===== config.mk =====
export PLATFORM = sky130hd
export DESIGN_NAME = flash_bus_bridge
export DESIGN_NICKNAME = d
export VERILOG_FILES = /design/src/rtl/fbb_pkg.sv /design/src/rtl/fbb_addr_decode.sv /design/src/rtl/fbb_byte_latch.sv /design/src/rtl/fbb_bank_ctr.sv /design/src/rtl/fbb_flash_seq.sv /design/src/rtl/flash_bus_bridge.sv
export SDC_FILE = /design/constraint.sdc
export NUM_CORES = 1
export LEC_CHECK = 0
export ABC_AREA = 1
export BUFFER_PORTS_ARGS = -buffer_cell sky130_fd_sc_hd__buf_2
export CAP_MARGIN = 10
export CORE_MARGIN = 2
export CORE_UTILIZATION = 50
export DETAILED_ROUTE_END_ITERATION = 10
export PLACE_DENSITY = 0.81
export SLEW_MARGIN = 20
export SYNTH_ARGS = -nofsm -noshare
export SYNTH_HDL_FRONTEND = slang
export SYNTH_SLANG_ARGS = --single-unit
export TNS_END_PERCENT = 100

===== constraint.sdc =====
create_clock -name clk_i -period 1.61 [get_ports clk_i]
set_input_delay 0.161 -clock clk_i [delete_from_list [all_inputs] [get_ports clk_i]]
set_output_delay 0.161 -clock clk_i [all_outputs]
set_load 0.02 [all_outputs]

===== src/rtl/fbb_pkg.sv =====
package fbb_pkg;
  typedef enum logic [2:0] {
    RG_NONE,
    RG_FLASH,
    RG_HIBYTE,
    RG_BANK_LD,
    RG_BANK_INC
  } region_e;

  typedef enum logic [2:0] {
    SQ_IDLE,
    SQ_WSETUP,
    SQ_WPULSE,
    SQ_WHOLD,
    SQ_RPULSE
  } seq_state_e;
endpackage


===== src/rtl/fbb_addr_decode.sv =====
module fbb_addr_decode
  import fbb_pkg::*;
#(
  parameter int          CPU_AW   = 16,
  parameter int          WIN_AW   = 13,
  parameter int          SEL_W    = CPU_AW - WIN_AW,
  parameter logic [SEL_W-1:0] SEL_FLASH = SEL_W'(4),
  parameter logic [SEL_W-1:0] SEL_HI    = SEL_W'(5),
  parameter logic [SEL_W-1:0] SEL_BLD   = SEL_W'(6),
  parameter logic [SEL_W-1:0] SEL_BINC  = SEL_W'(7)
) (
  input  logic [CPU_AW-1:0] addr_i,
  output region_e           region_o
);
  logic [SEL_W-1:0] sel;
  assign sel = addr_i[CPU_AW-1:WIN_AW];

  always_comb begin
    unique case (sel)
      SEL_FLASH: region_o = RG_FLASH;
      SEL_HI:    region_o = RG_HIBYTE;
      SEL_BLD:   region_o = RG_BANK_LD;
      SEL_BINC:  region_o = RG_BANK_INC;
      default:   region_o = RG_NONE;
    endcase
  end
endmodule


===== src/rtl/fbb_byte_latch.sv =====
module fbb_byte_latch #(
  parameter int             DW      = 8,
  parameter logic [DW-1:0]  RST_VAL = '0
) (
  input  logic          clk_i,
  input  logic          rst_ni,
  input  logic          ld_i,
  input  logic [DW-1:0] d_i,
  output logic [DW-1:0] q_o
);
  always_ff @(posedge clk_i or negedge rst_ni) begin
    if (!rst_ni)   q_o <= RST_VAL;
    else if (ld_i) q_o <= d_i;
  end

  AST_LATCH_HOLD: assert property (@(posedge clk_i) disable iff (!rst_ni)
    !ld_i |=> $stable(q_o));
endmodule


===== src/rtl/fbb_bank_ctr.sv =====
module fbb_bank_ctr #(
  parameter int BANK_W = 7,
  parameter int DW     = 8
) (
  input  logic              clk_i,
  input  logic              rst_ni,
  input  logic              load_i,
  input  logic              inc_i,
  input  logic [DW-1:0]     val_i,
  output logic [BANK_W-1:0] bank_o
);
  always_ff @(posedge clk_i or negedge rst_ni) begin
    if (!rst_ni)      bank_o <= '0;
    else if (load_i)  bank_o <= val_i[BANK_W-1:0];
    else if (inc_i)   bank_o <= bank_o + BANK_W'(1);
  end

  AST_BANK_LOAD: assert property (@(posedge clk_i) disable iff (!rst_ni)
    load_i |=> bank_o == $past(val_i[BANK_W-1:0]));
  AST_BANK_INC_WRAP: assert property (@(posedge clk_i) disable iff (!rst_ni)
    (inc_i && !load_i) |=> bank_o == BANK_W'($past(bank_o) + 1));
endmodule


===== src/rtl/fbb_flash_seq.sv =====
module fbb_flash_seq
  import fbb_pkg::*;
#(
  parameter int WE_CYCLES = 2,
  parameter int RD_CYCLES = 2
) (
  input  logic clk_i,
  input  logic rst_ni,
  input  logic start_wr_i,
  input  logic start_rd_i,
  output logic busy_o,
  output logic cap_o,
  output logic ce_no,
  output logic we_no,
  output logic oe_no,
  output logic dq_oe_o
);
  localparam int MAXC  = (WE_CYCLES > RD_CYCLES) ? WE_CYCLES : RD_CYCLES;
  localparam int CNT_W = $clog2(MAXC + 1);
  localparam logic [CNT_W-1:0] WE_LAST = CNT_W'(WE_CYCLES - 1);
  localparam logic [CNT_W-1:0] RD_LAST = CNT_W'(RD_CYCLES - 1);

  seq_state_e st_q;
  logic [CNT_W-1:0] cnt_q;

  always_ff @(posedge clk_i or negedge rst_ni) begin
    if (!rst_ni) begin
      st_q  <= SQ_IDLE;
      cnt_q <= '0;
    end else begin
      unique case (st_q)
        SQ_IDLE: begin
          cnt_q <= '0;
          if (start_wr_i)      st_q <= SQ_WSETUP;
          else if (start_rd_i) st_q <= SQ_RPULSE;
        end
        SQ_WSETUP: begin
          cnt_q <= '0;
          st_q  <= SQ_WPULSE;
        end
        SQ_WPULSE: begin
          if (cnt_q == WE_LAST) st_q <= SQ_WHOLD;
          else                  cnt_q <= cnt_q + CNT_W'(1);
        end
        SQ_WHOLD: st_q <= SQ_IDLE;
        SQ_RPULSE: begin
          if (cnt_q == RD_LAST) st_q <= SQ_IDLE;
          else                  cnt_q <= cnt_q + CNT_W'(1);
        end
        default: st_q <= SQ_IDLE;
      endcase
    end
  end

  assign busy_o  = (st_q != SQ_IDLE);
  assign ce_no   = (st_q == SQ_IDLE);
  assign we_no   = (st_q != SQ_WPULSE);
  assign oe_no   = (st_q != SQ_RPULSE);
  assign dq_oe_o = (st_q == SQ_WSETUP) || (st_q == SQ_WPULSE) || (st_q == SQ_WHOLD);
  assign cap_o   = (st_q == SQ_RPULSE) && (cnt_q == RD_LAST);

  AST_WE_MIN_WIDTH: assert property (@(posedge clk_i) disable iff (!rst_ni)
    $fell(we_no) |=> !we_no);
  AST_WE_SETUP: assert property (@(posedge clk_i) disable iff (!rst_ni)
    $fell(we_no) |-> $past(!ce_no && dq_oe_o));
  AST_WE_HOLD: assert property (@(posedge clk_i) disable iff (!rst_ni)
    $rose(we_no) |-> (!ce_no && dq_oe_o));
  AST_DQ_WRITE_ONLY: assert property (@(posedge clk_i) disable iff (!rst_ni)
    dq_oe_o |-> (!ce_no && oe_no));
  AST_RD_CAPTURE: assert property (@(posedge clk_i) disable iff (!rst_ni)
    cap_o |-> (!ce_no && !oe_no && we_no));
endmodule


===== src/rtl/flash_bus_bridge.sv =====
module flash_bus_bridge
  import fbb_pkg::*;
#(
  parameter int CPU_AW    = 16,
  parameter int WIN_AW    = 13,
  parameter int FLASH_AW  = 20,
  parameter int DW        = 8,
  parameter int WE_CYCLES = 2,
  parameter int RD_CYCLES = 2
) (
  input  logic                 clk_i,
  input  logic                 rst_ni,
  input  logic                 cpu_ale_i,
  input  logic [CPU_AW-DW-1:0] cpu_ahi_i,
  input  logic [DW-1:0]        cpu_ad_i,
  input  logic                 cpu_wr_i,
  input  logic                 cpu_rd_i,
  output logic [DW-1:0]        cpu_rdata_o,
  output logic                 cpu_rdy_o,
  output logic [FLASH_AW-1:0]  flash_addr_o,
  output logic [2*DW-1:0]      flash_dq_o,
  input  logic [2*DW-1:0]      flash_dq_i,
  output logic                 flash_dq_oe_o,
  output logic                 flash_ce_no,
  output logic                 flash_we_no,
  output logic                 flash_oe_no
);
  localparam int BANK_W = FLASH_AW - WIN_AW;
  localparam int FW     = 2 * DW;

  logic [CPU_AW-1:0] addr_q;
  logic [DW-1:0]     wlo_q;
  logic [DW-1:0]     stage_hi;
  logic [DW-1:0]     read_hi;
  logic [BANK_W-1:0] bank;
  region_e           region;
  logic busy, cap;
  logic acc_wr, acc_rd;
  logic start_wr, start_rd;

  // CPU address latch; frozen while a flash cycle runs
  always_ff @(posedge clk_i or negedge rst_ni) begin
    if (!rst_ni)                  addr_q <= '0;
    else if (cpu_ale_i && !busy)  addr_q <= {cpu_ahi_i, cpu_ad_i};
  end

  fbb_addr_decode #(.CPU_AW(CPU_AW), .WIN_AW(WIN_AW)) u_dec (
    .addr_i   (addr_q),
    .region_o (region)
  );

  assign acc_wr   = cpu_wr_i && !busy;
  assign acc_rd   = cpu_rd_i && !cpu_wr_i && !busy;
  assign start_wr = acc_wr && (region == RG_FLASH);
  assign start_rd = acc_rd && (region == RG_FLASH);

  fbb_byte_latch #(.DW(DW), .RST_VAL('0)) u_stage_hi (
    .clk_i  (clk_i),
    .rst_ni (rst_ni),
    .ld_i   (acc_wr && (region == RG_HIBYTE)),
    .d_i    (cpu_ad_i),
    .q_o    (stage_hi)
  );

  fbb_byte_latch #(.DW(DW), .RST_VAL('1)) u_read_hi (
    .clk_i  (clk_i),
    .rst_ni (rst_ni),
    .ld_i   (cap),
    .d_i    (flash_dq_i[FW-1:DW]),
    .q_o    (read_hi)
  );

  fbb_bank_ctr #(.BANK_W(BANK_W), .DW(DW)) u_bank (
    .clk_i   (clk_i),
    .rst_ni  (rst_ni),
    .load_i  (acc_wr && (region == RG_BANK_LD)),
    .inc_i   (acc_wr && (region == RG_BANK_INC)),
    .val_i   (cpu_ad_i),
    .bank_o  (bank)
  );

  fbb_flash_seq #(.WE_CYCLES(WE_CYCLES), .RD_CYCLES(RD_CYCLES)) u_seq (
    .clk_i      (clk_i),
    .rst_ni     (rst_ni),
    .start_wr_i (start_wr),
    .start_rd_i (start_rd),
    .busy_o     (busy),
    .cap_o      (cap),
    .ce_no      (flash_ce_no),
    .we_no      (flash_we_no),
    .oe_no      (flash_oe_no),
    .dq_oe_o    (flash_dq_oe_o)
  );

  // low byte captured at acceptance, held through the write cycle
  always_ff @(posedge clk_i or negedge rst_ni) begin
    if (!rst_ni)       wlo_q <= '0;
    else if (start_wr) wlo_q <= cpu_ad_i;
  end

  always_ff @(posedge clk_i or negedge rst_ni) begin
    if (!rst_ni)                          cpu_rdata_o <= '1;
    else if (cap)                         cpu_rdata_o <= flash_dq_i[DW-1:0];
    else if (acc_rd && region == RG_HIBYTE) cpu_rdata_o <= read_hi;
    else if (acc_rd && region != RG_FLASH)  cpu_rdata_o <= '1;
  end

  assign cpu_rdy_o    = !busy;
  assign flash_addr_o = {bank, addr_q[WIN_AW-1:0]};
  assign flash_dq_o   = {stage_hi, wlo_q};

  AST_ADDR_STABLE: assert property (@(posedge clk_i) disable iff (!rst_ni)
    (!flash_ce_no && $past(!flash_ce_no)) |-> $stable(flash_addr_o));
  AST_NO_STROBE_OUTSIDE: assert property (@(posedge clk_i) disable iff (!rst_ni)
    ((cpu_wr_i || cpu_rd_i) && cpu_rdy_o && region == RG_NONE) |=> flash_ce_no);
  AST_BUSY_NOT_READY: assert property (@(posedge clk_i) disable iff (!rst_ni)
    !flash_ce_no |-> !cpu_rdy_o);
  AST_BUSY_BANK_HOLD: assert property (@(posedge clk_i) disable iff (!rst_ni)
    (!cpu_rdy_o && $past(!cpu_rdy_o)) |-> $stable(flash_addr_o[FLASH_AW-1:WIN_AW]));
endmodule


# Yosys cells after proc, flatten, opt, wreduce, memory -nomap -nowiden
# Index checks and enable logic that the tools add are counted.
[word_totals] output_inout_bits=49 inputBits=37 ff_bits=60 elab_cells=68
[classes] add_sub_neg=2 mux=13 n_reduce_logical=25 n_eq_ne=20
[op_table] cell="8-bit 2-to-1 mux" count=3
[op_table] cell="3-bit case mux with 4 select lines" count=2
[op_table] cell="3-bit == test, second input constant" count=6
[op_table] cell="7-bit 2-to-1 mux" count=2
[op_table] cell="3-bit by 2-bit == test with 1-bit output, second input constant" count=4
[op_table] cell="1-bit logical AND" count=12
[op_table] cell="3-bit 2-to-1 mux" count=4
[op_table] cell="7-bit by 1-bit adder with 7-bit output, second input constant" count=1
[op_table] cell="3-bit by 1-bit == test with 1-bit output, second input constant" count=2
[op_table] cell="2-bit inequality test, second input constant" count=3
[op_table] cell="3-bit by 1-bit inequality test with 1-bit output, second input constant" count=2
[op_table] cell="3-bit nonzero test" count=2
[op_table] cell="2-bit case mux with 2 select lines" count=1
[op_table] cell="2-bit nonzero test" count=2
[op_table] cell="2-bit OR reduction" count=2
[op_table] cell="3-bit zero test" count=1
[op_table] cell="3-bit by 2-bit inequality test with 1-bit output, second input constant" count=1
[op_table] cell="3-bit inequality test, second input constant" count=1
[op_table] cell="3-bit AND reduction" count=1
[op_table] cell="2-bit by 1-bit adder with 2-bit output, second input constant" count=1
[op_table] cell="2-bit by 1-bit == test with 1-bit output, second input constant" count=1
[op_table] cell="1-bit zero test" count=2
[op_table] cell="1-bit logical OR" count=2
[op_table] cell="2-bit 2-to-1 mux" count=1
[op_table] cell="2-bit AND reduction" count=1

# Depth between registers and ports, before layout
# Gate-level depths: netlist (run 1).
[logic_depth] depth_word=7 ltp_mapped=10

# Hierarchy
# From an unflattened synthesis (run 1), not the netlist that was laid out.
[unflattened] hier_cells=331 area_unflattened_um2=2965.3
[modules_own_cells] mod="flash_bus_bridge" instances=1 seq_area_each_um2=810.8 cells_each=167 area_per_inst_um2=1594.0
[modules_own_cells] mod="fbb_bank_ctr" instances=1 seq_area_each_um2=175.2 cells_each=52 area_per_inst_um2=434.2
[modules_own_cells] mod="fbb_byte_latch at u_read_hi" instances=1 seq_area_each_um2=210.2 cells_each=34 area_per_inst_um2=315.3
[modules_own_cells] mod="fbb_byte_latch at u_stage_hi" instances=1 seq_area_each_um2=200.2 cells_each=34 area_per_inst_um2=305.3
[modules_own_cells] mod="fbb_flash_seq" instances=1 seq_area_each_um2=125.1 cells_each=37 area_per_inst_um2=290.3
[modules_own_cells] mod="fbb_addr_decode" instances=1 seq_area_each_um2=0.0 cells_each=7 area_per_inst_um2=26.3

# Worst setup path before layout (run 1)
# No wires, ideal clock.
[synth_timing] kind="register to register" start="reg u_seq.st_q[1]" end="reg cpu_rdata_o[0]" n_path_buf=0 path_stages_with_launch=9 arrival_time_ns=1.364 setup_ns=0.076 t_required_ns=1.534 setup_slack_ns=0.170 path_cell_list="dfrtp_1 > inv_1 > nand2_2 > nor2_4 > nand3_4 > nand2_4 > nand2_1 > nand2_1 > nand2_1"
[synth_between] elab_chain_cells=6 word_cells_on_any_way=10 cone_classes="1 x eq/ne; 2 x mux; 7 x reduce/logical"
[synth_lines] item="start: declaration" line_no="fbb_flash_seq.sv:23" rtl="seq_state_e st_q;"
[synth_lines] item="start signal: assignment" line_no="fbb_flash_seq.sv:28" rtl="st_q <= SQ_IDLE;"
[synth_lines] item="start signal: assignment" line_no="fbb_flash_seq.sv:34" rtl="if (start_wr_i) st_q <= SQ_WSETUP;"
[synth_lines] item="start signal: assignment" line_no="fbb_flash_seq.sv:35" rtl="else if (start_rd_i) st_q <= SQ_RPULSE;"
[synth_lines] item="3-bit nonzero test *" line_no="fbb_flash_seq.sv:55" rtl="assign busy_o = (st_q != SQ_IDLE);"
[synth_lines] item="1-bit zero test *"
[synth_lines] item="named net cpu_rdy_o" line_no="flash_bus_bridge.sv:19" rtl="output logic cpu_rdy_o,"
[synth_lines] item="1-bit logical AND *" line_no="flash_bus_bridge.sv:53" rtl="assign acc_rd = cpu_rd_i && !cpu_wr_i && !busy;"
[synth_lines] item="1-bit logical AND" line_no="flash_bus_bridge.sv:104" rtl="else if (acc_rd && region == RG_HIBYTE) cpu_rdata_o <= read_hi;"
[synth_lines] item="8-bit 2-to-1 mux" line_no="flash_bus_bridge.sv:104"
[synth_lines] item="8-bit 2-to-1 mux" line_no="flash_bus_bridge.sv:103" rtl="else if (cap) cpu_rdata_o <= flash_dq_i[DW-1:0];"
[synth_lines] item="end signal: assignment" line_no="flash_bus_bridge.sv:103"
[synth_lines] item="end signal: assignment" line_no="flash_bus_bridge.sv:104"
[synth_lines] item="end: declaration" line_no="flash_bus_bridge.sv:18" rtl="output logic [DW-1:0] cpu_rdata_o,"
# The timed path passes the listed nets; every way through them passes the cells marked *.
# A chain may end at the register's enable or synchronous reset.

# Worst setup path after layout (run 1)
[layout_timing] start="reg u_seq.st_q[1]" end="out cpu_rdy_o"
[layout_between] elab_chain_cells=2
[layout_lines] item="3-bit nonzero test" line_no="fbb_flash_seq.sv:55"
[layout_lines] item="1-bit zero test" line_no="flash_bus_bridge.sv:108" rtl="assign cpu_rdy_o = !busy;"
[layout_lines] item="end: declaration" line_no="flash_bus_bridge.sv:19"
# Every way passes these cells.

==> flow_summary.ini, run 1 <==
[grt]
busiest_layer = met2
use_met3 = 0.05495
grt_pass1_vias = 2427
overflow = 0
grt_use_met2 = 0.3615
grt_max_degree = 34
grt_pass1_wl_um = 11270
grt_usage = 0.2238
antenna_found_initial = 0
global_route.usage.met1 = 0.2951

[finish]
stdcell_area_mm2 = 0.003709
fillers = 501
num_antenna_cells = 0
drive_above_1_share = 0.3186
multiInputGateArea_mm2 = 0.001144
utilization = 0.6339
syn_to_final_growth_pct = 23.24
fin_nets = 486
seqCellArea_mm2 = 0.001523
finalNonFillerCells = 527

[floorplanning]
die_h_um = 81.58
start_util = 0.5143
dieArea_mm2 = 0.006654
io_pins = 86
placementRows = 28
die_w_um = 81.58
core_area_mm2 = 0.005851

[timing]
finalSetupViolCount = 0
finalMaxSlewViolations = 0
max_freq_ghz = 0.6520
tightest_slew_ns = 0.4331
hold_viol_final = 0
skew_ns = 0.01035
period_share = 0.9526
finalCriticalPeriod_ns = 1.534
slew_headroom = 0.7102
hold_slack_ns = 0.03468

[setup_path]
end_kind = output port
critical_path_class = reg -> out
worstPathMaxFanout = 7
crit_required_ns = 1.45
crit_arrival_ns = 1.37
critPathLaunchType = flip-flop

[routing]
viasPerCell = 4.922
firstDrtPassIters = 4
wire_per_inst_um = 13.21
drc = 0
routed_wl_um = 6962
ant_nets = 0
drt_iter0_drc = 161
vias = 2594

[cts]
clk_pin_slew_ns = 0.07
clock_sinks = 60
tritoncts.num_buffers = 9
root_buffer = clkbuf_8
cts_tree = built
cts_buffer_depth = 2
insertion_delay_ns = 0.34
cts_max_level = 3

[run_status]
status = completed

[placed_design]
place_inst = 508
portBuffers = 85
dpl_cell_area_mm2 = 0.003428
dpl.hpwl_um = 4980
gp_congestion = 0.8186

[power]
vdd_drop_max_mv = 1.283
power_density_mw_per_mm2 = 2198
pwr-share-seq = 0.354
p_comb_frac = 0.461
power_leakage_nw = 1.964
power.switching_w = 0.003574
netSwitchingFraction = 0.4385
p_int_w = 0.004576
clkPwrFrac = 0.184

[synth]
avgSynthCellArea_um2 = 8.290
synth_edf_count = 0
synth.distinct_cells = 27
ys_seq_area_frac = 0.5056
syn_inst = 363
async_reset_ff_frac = 1.000
ys_warn_count = 0
netlist_area_mm2 = 0.003009
synth.ff_latch_count = 60
ys.flop_type = dfrtp_1
syn_nets = 402

[run]
drv_cap = 0

[hold_path]
hold_class = in -> reg
-- flip-flops by register name, indices dropped and copies added, names as in the netlist --
signal	flops
u_bank.bank_o	7
u_seq.st_q	3
u_stage_hi.q_o	8
wlo_q	8
addr_q	16
u_read_hi.q_o	8
cpu_rdata_o	8
u_seq.cnt_q	2
-- final cells by class --
class / instances / area share
clock inverters: 7 / 0.02699
clock buffers: 9 / 0.03340
repair buffers: 96 / 0.1457
flip-flops and latches: 60 / 0.4106
multi-input cells: 231 / 0.3084
inverters: 49 / 0.04959
well taps: 75 / 0.02530
-- Yosys cell counts, drive strengths merged, types with 2 or more instances --
cell / n / area [um2]
nor2: 27 / 126.4
dfrtp: 44 / 1101
nand2: 110 / 430.4
clkbuf: 2 / 17.51
nor3: 3 / 26.28
a21oi: 14 / 70.07
nand3: 24 / 167.7
nand4: 18 / 112.6
ha: 2 / 25.02
o21ai: 31 / 155.2
buf: 21 / 155.2
inv: 49 / 183.9
dfstp: 16 / 420.4
-- logic make-up after synthesis --
logic type | share of synthesized area
buffers and inverters | 0.1185
xor gates and xnor gates | 0.005822
DFF | 0.5056
adders and majority gates | 0.008315
and+or+nand+nor | 0.2869
AOI/OAI and AO/OA | 0.07485
-- path summary, 6_finish.rpt --
kind / from / endpoint / slack, ns / cells after the start
worst min register to register: addr_q[12] / addr_q[12] / 0.47 / 2
max in group asynchronous: rst_ni / addr_q[9] / 0.90 / 3
min in group asynchronous: rst_ni / wlo_q[5] / 0.37 / 3
worst max-delay path: u_seq.st_q[1] / cpu_rdy_o / 0.08 / 5
worst max register to register: u_seq.st_q[1] / cpu_rdata_o[4] / 0.13 / 9
worst min-delay path: flash_dq_i[8] / u_read_hi.q_o[0] / 0.03 / 3
-- cell usage in the layout (no fill, tap or decap), drive strengths merged, types with 2 or more instances in the layout --
cell type  instances
nand3             24
nor3               3
nand2            110
ha                 2
buf               95
clkbuf             9
nor2              27
nand4             18
o21ai             31
bufinv             2
dfrtp             44
inv               50
clkinv             4
dfstp             16
a21oi             14
-- stage by stage --
step                 TNS (ns)  power (W)  setup WS (ns)
global placement            0   0.006390         0.2001
detailed placement          0   0.006527         0.1379
finish                      0   0.008150        0.07628
global route        -0.001141   0.008775      -0.001051
CTS                         0   0.008132        0.02832
floorplan                   0   0.005600         0.1699
-- worst max-delay path, stage by stage, from the launching register on --
cell and delay, ns:
dfrtp_2 0.45, inv_1 0.11, nand2_2 0.08, nor2_4 0.12
buf_4 0.15, buf_4 0.14
-- power by group through the flow --
stage | sequential (W) | clock (W) | combinational [W]
after floorplan | 0.00331 | 0 | 0.00229
after global placement | 0.00287 | 0 | 0.00352
after detailed placement | 0.00289 | 0 | 0.00364
after CTS | 0.00288 | 0.00153 | 0.00372
after global routing | 0.00298 | 0.00161 | 0.00419
final | 0.00289 | 0.00150 | 0.00376
-- timing repair --
action | CTS | global route
hold buffers | 1 | 0
pin swaps | 1 | 1
endpoints found under the hold margin | 44 | 0
resized for setup | 0 | 6
setup endpoints to repair | 2 | 12
setup buffers | 1 | 1
-- routing by layer --
layer | routed length, um | part of all wire
met5 | 0 | 0
met4 | 89 | 0.013
met3 | 344 | 0.049
met2 | 3533 | 0.51
met1 | 2996 | 0.43
(Power assumes the default switching activity.)
==> run 2: changes to the inputs <==
--- a/config.mk
+++ b/config.mk
@@ -6,7 +6,7 @@
 export NUM_CORES = 1
 export LEC_CHECK = 0
 export ABC_AREA = 1
-export BUFFER_PORTS_ARGS = -buffer_cell sky130_fd_sc_hd__buf_2
+export BUFFER_PORTS_ARGS = -buffer_cell sky130_fd_sc_hd__clkbuf_2
 export CAP_MARGIN = 10
 export CORE_MARGIN = 2
 export CORE_UTILIZATION = 50
==> flow_summary.ini, run 2 (synthesized netlist as in run 1, its figures left out) <==
[finish]
seqCellArea_mm2 = 0.001523
syn_to_final_growth_pct = 22.08
multiInputGateArea_mm2 = 0.001137
layout_common_cells = 107 x nand2_1, 83 x clkbuf_2, 48 x inv_1, 43 x dfrtp_1, 23 x o21ai_0
layout_commonest_cell = nand2_1
finalNonFillerCells = 528
fillers = 509
drive_above_1_share = 0.3201
stdcell_area_mm2 = 0.003674
num_antenna_cells = 0
max_flop_register = addr_q
largest_reg_flops = 16
fin_nets = 487

[power]
power_leakage_nw = 1.956
pwr-share-seq = 0.364
netSwitchingFraction = 0.4469
power.switching_w = 0.003562
power_density_mw_per_mm2 = 2170
clkPwrFrac = 0.169
total_power_w = 0.007971
p_comb_frac = 0.467
vdd_drop_max_mv = 1.359
p_int_w = 0.004408

[timing]
period_share = 0.9479
hold_viol_final = 0
finalWorstSetupSlack_ns = 0.08385
skew_ns = 0.009868
finalSetupViolCount = 0
finalCriticalPeriod_ns = 1.526
tightest_slew_ns = 0.4247
max_freq_ghz = 0.6552
finalMaxSlewViolations = 0
slew_headroom = 0.7168
fin_setup_tns_ns = 0
rsz0062_at_grt = no

[run_status]
status = completed

[setup_path]
crit_required_ns = 1.45
regToRegStartpoint = u_seq.st_q[1]
critPathMaxStageDelay_ns = 0.44
rrSetupSlack_ns = 0.15
crit_arrival_ns = 1.37
cp_top_family = flip-flops
r2r_cells = 9
crit_buf_inv = 3
rr_endpoint = cpu_rdata_o[4]
worstPathCellList = inv_1 > nand2_2 > nor2_4 > buf_4 > buf_4
cpMaxStageDelayCell = dfrtp_2
crit_path_frequent_cell = buf_4
crit_start = u_seq.st_q[1]
critical_path_class = reg -> out
critPathLaunchType = flip-flop
end_kind = output port
worstPathMaxFanout = 7

[placed_design]
place_inst = 509
portBuffers = 85
gp_congestion = 0.8260
place_ws_ns = 0.1216
dpl_cell_area_mm2 = 0.003436
dpl.hpwl_um = 4906

[floorplanning]
core_area_mm2 = 0.005851
io_pins = 86
start_util = 0.5143
die_w_um = 81.58
placementRows = 28
die_h_um = 81.58
dieArea_mm2 = 0.006654

[grt]
grt_usage = 0.2188
grt_max_degree = 35
grt_pass1_vias = 2386
overflow = 0
antenna_found_initial = 0
grt_pass1_wl_um = 11000

[routing]
drt_iter0_drc = 170
viasPerCell = 4.973
wire_per_inst_um = 12.67
routed_wl_um = 6690
drc = 0
ant_nets = 0
vias = 2626
firstDrtPassIters = 4

[cts]
cts_buffer_depth = 2
insertion_delay_ns = 0.34
tritoncts.num_buffers = 9
root_buffer = clkbuf_8
cts_max_level = 3
cts_tree = built
clk_pin_slew_ns = 0.07
clock_sinks = 60

[run]
drv_cap = 0

[hold_path]
whs_path_depth = 3
hold_class = in -> reg
min_from = flash_dq_i[9]
min_to = u_read_hi.q_o[1]
-- run 2: cell types whose count changed in the layout (fill, tap and decap cells not counted), sizes merged --
| cell | change |
|---|---|
| buf | -82 |
| clkinvlp | +2 |
| clkbuf | +83 |
| clkinv | -1 |
| bufinv | -1 |
-- run 2: routing by layer --
layer / routed length [um] / vias to the layer above / GRT usage
li1: - / 1316 / -
met1: 2972 / 1233 / 0.2937
met2: 3249 / 65 / 0.3369
met3: 334 / 12 / 0.05055
met4: 133 / 0 / 0.1017
met5: 0 / - / 0
-- run 2: power by group through the flow --
| stage | registers (W) | clock network [W] | logic (W) |
|---|---|---|---|
| 3_3_place_gp | 0.00289 | 0 | 0.00353 |
| 2_1_floorplan | 0.00331 | 0 | 0.00229 |
| 5_1_grt | 0.00300 | 0.00146 | 0.00416 |
| 3_5_place_dp | 0.00291 | 0 | 0.00364 |
| 6_report | 0.00290 | 0.00134 | 0.00372 |
| 4_1_cts | 0.00289 | 0.00138 | 0.00370 |
-- run 2: what timing repair did --
item	4_1_cts	5_1_grt
hold endpoints to repair	44	0
setup buffers	1	1
hold buffers	1	0
endpoints found under the setup margin	2	9
pin swaps	1	1
gates resized for setup	0	7
-- run 2: cell type report --
class	count	area share
sequential	60	0.4145
clock inverter	7	0.02078
timing repair buffer	97	0.1458
tap	75	0.02554
multi-input combinational	231	0.3096
clock buffer	9	0.03372
inverter	49	0.05007
-- run 2: worst min-delay path, cell delays in order --
cell and delay (ns):
clkbuf_2 0.08, inv_1 0.03, o21ai_0 0.07
-- run 2: how the worst max path moves through the flow --
stage | depth (start not counted) | slack [ns] | end
detailed placement | 7 | 0.12 | u_bank.bank_o[4]
global route | 5 | 0.01 | cpu_rdy_o
CTS | 5 | 0.05 | cpu_rdy_o
floorplan | 8 | 0.17 | cpu_rdata_o[0]
finish | 5 | 0.08 | cpu_rdy_o
global placement | 7 | 0.20 | u_bank.bank_o[4]
-- run 2: per-stage QoR --
stage | util | hold slack, ns
floorplan | - | -0.1346
CTS | 0.6245 | 0.003493
global placement | 0.5873 | 0.1883
global route | 0.6279 | 0.02130
finish | 0.6279 | 0.01544
detailed placement | 0.5873 | 0.1857
